===== src/rtl/fc_pkg.sv =====
package fc_pkg;
  function automatic int sat_add(input int a, input int b, input int lim);
    return (a + b > lim) ? lim : a + b;
  endfunction

  function automatic int sat_sub(input int a, input int b);
    return (a > b) ? a - b : 0;
  endfunction
endpackage


===== src/rtl/fc_thresh.sv =====
module fc_thresh #(
  parameter int DEPTH = 64,
  parameter int LVL_W = 7,
  parameter int HYS_W = 4,
  parameter int T0 = 8,
  parameter int T1 = 16,
  parameter int T2 = 56,
  parameter int T3 = 60
) (
  input  logic             prog_mode,
  input  logic [1:0]       trig_idx,
  input  logic [LVL_W-1:0] prog_trig,
  input  logic [HYS_W-1:0] hyst_code,
  output logic [LVL_W-1:0] pause_at,
  output logic [LVL_W-1:0] resume_below
);
  localparam int NTRIG = 4;
  localparam int TBL [NTRIG] = '{T0, T1, T2, T3};

  int tab_up, tab_lo;

  always_comb begin
    tab_up = DEPTH;
    tab_lo = 0;
    for (int i = 0; i < NTRIG; i++) begin
      if (int'(trig_idx) == i) begin
        tab_up = (i == NTRIG - 1) ? DEPTH : TBL[(i + 1) % NTRIG];
        tab_lo = (i == 0) ? 1 : TBL[(i + NTRIG - 1) % NTRIG] + 1;
      end
    end
  end

  always_comb begin
    if (prog_mode) begin
      pause_at     = LVL_W'(fc_pkg::sat_add(int'(prog_trig), int'(hyst_code), DEPTH));
      resume_below = LVL_W'(fc_pkg::sat_sub(int'(prog_trig), int'(hyst_code)));
    end else begin
      pause_at     = LVL_W'(tab_up);
      resume_below = LVL_W'(tab_lo);
    end
  end
endmodule


===== src/rtl/fc_pause.sv =====
module fc_pause #(
  parameter int LVL_W = 7
) (
  input  logic             clk,
  input  logic             rst_n,
  input  logic             armed,
  input  logic [LVL_W-1:0] level,
  input  logic [LVL_W-1:0] pause_at,
  input  logic [LVL_W-1:0] resume_below,
  output logic             paused
);
  logic pause_cond, resume_cond;

  assign pause_cond  = level >= pause_at;
  assign resume_cond = ((level < resume_below) || (level == '0)) && !pause_cond;

  always_ff @(posedge clk or negedge rst_n) begin
    if (!rst_n)                    paused <= 1'b0;
    else if (!armed)               paused <= 1'b0;
    else if (!paused && pause_cond) paused <= 1'b1;
    else if (paused && resume_cond) paused <= 1'b0;
  end


  disarm_clears_chk: assert property (@(posedge clk) disable iff (!rst_n)
    !armed |=> !paused);

  pause_onset_chk: assert property (@(posedge clk) disable iff (!rst_n)
    $rose(paused) |-> ($past(level) >= $past(pause_at)));

  resume_onset_chk: assert property (@(posedge clk) disable iff (!rst_n)
    $fell(paused) |-> (!$past(armed) || $past(level) < $past(resume_below)
                       || $past(level) == '0));
endmodule


===== src/rtl/fc_pin_irq.sv =====
module fc_pin_irq (
  input  logic clk,
  input  logic rst_n,
  input  logic auto_en,
  input  logic sel_dtr,
  input  logic mcr_rts,
  input  logic mcr_dtr,
  input  logic paused,
  input  logic msr_rd,
  input  logic irq_en,
  output logic rts_n,
  output logic dtr_n,
  output logic flow_sts,
  output logic flow_irq
);
  logic sel_pin, sel_pin_q, pin_evt;

  always_comb begin
    rts_n = ~mcr_rts;
    dtr_n = ~mcr_dtr;
    if (auto_en && !sel_dtr) rts_n = ~(mcr_rts & ~paused);
    if (auto_en &&  sel_dtr) dtr_n = ~(mcr_dtr & ~paused);
  end

  assign sel_pin = sel_dtr ? dtr_n : rts_n;
  assign pin_evt = sel_pin != sel_pin_q;

  always_ff @(posedge clk or negedge rst_n) begin
    if (!rst_n) begin
      sel_pin_q <= 1'b1;
      flow_sts  <= 1'b0;
    end else begin
      sel_pin_q <= sel_pin;
      if (pin_evt)     flow_sts <= 1'b1;
      else if (msr_rd) flow_sts <= 1'b0;
    end
  end

  assign flow_irq = flow_sts & irq_en;


  change_sets_sts_chk: assert property (@(posedge clk) disable iff (!rst_n)
    (sel_pin != sel_pin_q) |=> flow_sts);

  read_clears_sts_chk: assert property (@(posedge clk) disable iff (!rst_n)
    (msr_rd && sel_pin == sel_pin_q) |=> !flow_sts);

  irq_gated_chk: assert property (@(posedge clk) disable iff (!rst_n)
    flow_irq |-> (irq_en && flow_sts));
endmodule


===== src/rtl/rx_flow_ctrl.sv =====
module rx_flow_ctrl #(
  parameter int DEPTH = 64,
  parameter int HYS_W = 4,
  parameter int T0 = 8,
  parameter int T1 = 16,
  parameter int T2 = 56,
  parameter int T3 = 60,
  localparam int LVL_W = $clog2(DEPTH + 1)
) (
  input  logic             clk,
  input  logic             rst_n,
  input  logic [LVL_W-1:0] fifo_level,
  input  logic             auto_en,
  input  logic             sel_dtr,
  input  logic             mcr_rts,
  input  logic             mcr_dtr,
  input  logic             prog_mode,
  input  logic [1:0]       trig_idx,
  input  logic [LVL_W-1:0] prog_trig,
  input  logic [HYS_W-1:0] hyst_code,
  input  logic             irq_en,
  input  logic             msr_rd,
  output logic             rts_n,
  output logic             dtr_n,
  output logic             rx_accept,
  output logic             flow_sts,
  output logic             flow_irq
);
  logic [LVL_W-1:0] pause_at, resume_below;
  logic armed, paused;

  assign armed     = auto_en & (sel_dtr ? mcr_dtr : mcr_rts);
  assign rx_accept = fifo_level < LVL_W'(DEPTH);

  fc_thresh #(.DEPTH(DEPTH), .LVL_W(LVL_W), .HYS_W(HYS_W),
              .T0(T0), .T1(T1), .T2(T2), .T3(T3)) u_thresh (
    .prog_mode(prog_mode), .trig_idx(trig_idx), .prog_trig(prog_trig),
    .hyst_code(hyst_code), .pause_at(pause_at), .resume_below(resume_below));

  fc_pause #(.LVL_W(LVL_W)) u_pause (
    .clk(clk), .rst_n(rst_n), .armed(armed), .level(fifo_level),
    .pause_at(pause_at), .resume_below(resume_below), .paused(paused));

  fc_pin_irq u_pin (
    .clk(clk), .rst_n(rst_n), .auto_en(auto_en), .sel_dtr(sel_dtr),
    .mcr_rts(mcr_rts), .mcr_dtr(mcr_dtr), .paused(paused), .msr_rd(msr_rd),
    .irq_en(irq_en), .rts_n(rts_n), .dtr_n(dtr_n), .flow_sts(flow_sts),
    .flow_irq(flow_irq));


  accept_while_paused_chk: assert property (@(posedge clk) disable iff (!rst_n)
    (paused && fifo_level < LVL_W'(DEPTH)) |-> rx_accept);
endmodule


===== config.mk =====
export PLATFORM = sky130hd
export DESIGN_NAME = rx_flow_ctrl
export DESIGN_NICKNAME = d
export VERILOG_FILES = /design/src/rtl/fc_pkg.sv /design/src/rtl/fc_thresh.sv /design/src/rtl/fc_pause.sv /design/src/rtl/fc_pin_irq.sv /design/src/rtl/rx_flow_ctrl.sv
export SDC_FILE = /design/constraint.sdc
export NUM_CORES = 1
export LEC_CHECK = 0
export ABC_CLOCK_PERIOD_IN_PS = 1400
export BUFFER_PORTS_ARGS = -buffer_cell sky130_fd_sc_hd__buf_4
export CAP_MARGIN = 20
export CORE_UTILIZATION = 45
export CTS_BUF_LIST = sky130_fd_sc_hd__clkbuf_4 sky130_fd_sc_hd__clkbuf_8 sky130_fd_sc_hd__clkbuf_16
export DETAILED_ROUTE_END_ITERATION = 16
export PLACE_DENSITY = 0.7
export SYNTH_ARGS = -nofsm -noshare
export SYNTH_HDL_FRONTEND = slang
export SYNTH_SLANG_ARGS = --single-unit
export TNS_END_PERCENT = 50

===== constraint.sdc =====
create_clock -name clk -period 1.4 [get_ports clk]
set_clock_uncertainty 0.05 [all_clocks]
set_input_delay 0 -clock clk [delete_from_list [all_inputs] [get_ports clk]]
set_output_delay 0 -clock clk [all_outputs]
set_load 0.02 [all_outputs]

==> results.py <==
metrics = {
    "sta": {
        "setup_viol": 1,
        "finalCriticalPeriod_ns": 2.44,
        "max_freq_ghz": 0.410,
        "fin_ws_ns": -1.04,
        "worstMarginPinSlew_ns": 0.299,
        "rsz0062_at_grt": "yes",
        "hold_violations": 0,
        "drv_slew": 0,
        "min_period_over_period_pct": 174,
        "setup_tns_ns": -1.04,
        "max_slew_margin_pct": 80.0,
    },
    "final_layout": {
        "areaGrowthSynthToFinish_pct": 56.4,
        "drive_above_1_share_pct": 44.7,
        "post-route-util_pct": 76.8,
        "num_antenna_cells": 0,
        "final_nets": 283,
    },
    "clock_tree": {
        "cts.sinks": 3,
        "cts-root-buf": "clkbuf_4",
        "clk_latency_ns": 0.23,
        "numCtsBuffers": 3,
        "post_cts_buffers": 0,
        "cts_tree": "done",
        "htree_levels": 1,
        "clk_pin_slew_worst_paths_ns": 0.04,
        "clk_path_buf_depth": 2,
    },
    "floorplan": {
        "io_pins": 34,
        "fp.dieH_um": 54.7,
        "coreArea_mm2": 0.00254,
        "die_w_um": 54.7,
        "start_util_pct": 49.1,
        "rows": 18,
        "die_area_mm2": 0.00299,
    },
    "worst_setup_path": {
        "slowest_delay_ns": 0.39,
        "end_kind": "flip-flop",
        "cp_slowest_cell": "fa_2",
        "path_class": "in2reg",
        "crit_fanout": 5,
        "cp-startpoint": "prog_trig[0]",
        "crit_cells": 14,
        "cp-start-kind": "input port",
        "cp_top_family": "compound AO/OA/AOI/OAI gates",
        "crit_buf_inv": 1,
        "r2r-start": "u_pause.paused",
        "arrival_ns": 2.49,
        "worstRegToRegCells": 5,
        "path_cells": "buf_6 > ha_4 > fa_2 > nand2b_4 > a211oi_4 > and3_4 > a221o_1 > a22oi_2 > ha_1 > a21o_1 > a31oi_1 > o21ai_1 > o311ai_1 > a21oi_1",
        "required_ns": 1.45,
    },
    "detailed_routing": {
        "wl_mm": 3.42,
        "drt_iter0_markers": 27,
        "drc": 0,
        "routedWlPerCell_um": 13.4,
        "drtPass1Iterations": 6,
        "via_per_inst": 5.46,
        "num_vias": 1397,
        "ant_nets": 0,
    },
    "hold_path": {
        "hp-class": "in2async",
    },
    "yosys": {
        "netlist_area_mm2": 0.00125,
        "yosysSeqAreaShare_pct": 6.11,
        "synth_ff_type": "dfrtp_1",
        "syn_inst": 158,
        "synth_commonest_cells": "ha_1 (25), inv_1 (13), nand2_1 (12)",
        "yosys.area.top_type_share_pct": 25.0,
        "synth-warning-count": 0,
        "yosys.area.top_type": "ha_1",
        "synth_edf_count": 0,
        "synth_most_common_cell": "ha_1",
        "synth_area_leaders": "ha_1 (25%), xnor2_1 (4.2%), dfrtp_1 (4.0%)",
        "ys_ff_latch": 3,
        "syn_area_per_cell_um2": 7.91,
        "syn-num-nets": 214,
        "async_flop_share_pct": 100,
        "synth_cell_type_count": 54,
    },
    "global_route": {
        "first_global_vias": 1304,
        "grt_use_total_pct": 24.2,
        "busiest_layer": "met2",
        "grt_use_met1_pct": 25.7,
        "grt_first_pass_wirelength_mm": 5.23,
        "met3_usage_pct": 2.22,
        "grtUsageMet2_pct": 48.6,
        "gr-total-overflow": 0,
        "antenna_found_initial": 0,
        "grt_max_degree": 10,
    },
    "placed_design": {
        "gp_congestion": 0.832,
        "dp_hpwl_mm": 2.87,
        "io_buffers": 33,
    },
    "pwr": {
        "max-vdd-ir-drop_uv": 419,
        "powerDensity_mw_per_mm2": 518,
        "p_leak_nw": 0.939,
        "power_mw": 1.01,
    },
    "status": {
        "violations": "setup timing",
        "status": "finished with violations",
    },
    "job": {
        "maxCapViolations": 0,
    },
}
[metal layers]
metal | vias up | wire (um)
li1 | 716 | -
met1 | 649 | 1410
met3 | 0 | 100
met4 | 0 | 0
met5 | - | 0
met2 | 32 | 1910
[kinds of logic (layout without fill, tap and decap cells)]
kind of cell	after synthesis	in the layout	synth area share, %
AND/OR/NAND/NOR	55	55	24.4
AO/OA/AOI/OAI	45	45	27.3
buffers and inverters	18	86	6.51
XOR/XNOR	8	8	5.61
flip-flops	3	3	6.11
multiplexers	2	2	1.80
adder cells (fa/ha/maj)	27	27	28.2
[timing repair]
item | in CTS | in global routing
hold endpoints to repair | 5 | 0
cloned | 0 | 0
hold buffers | 3 | 0
endpoints found under the setup margin | 1 | 2
resized for setup | 3 | 12
pin swaps | 0 | 15
[worst paths after layout]
path	slack [ns]	endpoint
max	-1.04	u_pause.paused
min	0.05	u_pause.paused
max reg2reg	0.11	u_pin.flow_sts
min reg2reg	0.49	u_pin.flow_sts
max in group asynchronous	1.06	u_pin.sel_pin_q
min in group clk	0.06	u_pin.sel_pin_q
[where the power goes]
part | leakage, nW | internal (mW) | total (mW) | switching, mW
registers | 0.0348 | 0.0998 | 0.109 | 0.00910
clock network | 0.0184 | 0.126 | 0.168 | 0.0419
logic | 0.885 | 0.389 | 0.735 | 0.346
[state kept, by name, indices dropped and copies added, names as in the netlist]
name             count
u_pin.sel_pin_q      1
u_pause.paused       1
u_pin.flow_sts       1
[area by class of cell]
cell class                 instances  area, um^2
timing repair buffer              69         544
clock buffer                       4        30.0
fill                             196         591
inverter                          13        51.3
multi-input combinational        137        1210
tap                               30        37.5
sequential                         3        76.3
[placed cells by master (no fill, tap or decap), types with 3 or more instances in the layout]
cell type      instances
a21o_1                 5
xnor2_1                4
a21oi_2                3
a21oi_1                6
buf_6                  5
nor4_1                 4
buf_4                 61
o21ai_0                3
a31oi_1                3
ha_4                   4
dlygate4sd3_1          3
nor3_1                 5
inv_1                 10
nor2_1                10
nand2_1               12
nand4_1                3
ha_1                  21
o21a_1                 4
clkbuf_4               4
o31a_1                 3
[per-stage QoR]
stage	instance area (um^2)	setup slack, ns	hold slack (ns)	cells
finish	1950	-1.04	0.0526	256
global route	1950	-1.15	0.0620	256
CTS	1900	-1.03	0.0183	256
detailed placement	1830	-1.31	-0.259	249
global placement	1830	-1.25	-0.259	249
floorplan	1330	-1.00	-0.346	158
(Power assumes the default switching activity.)
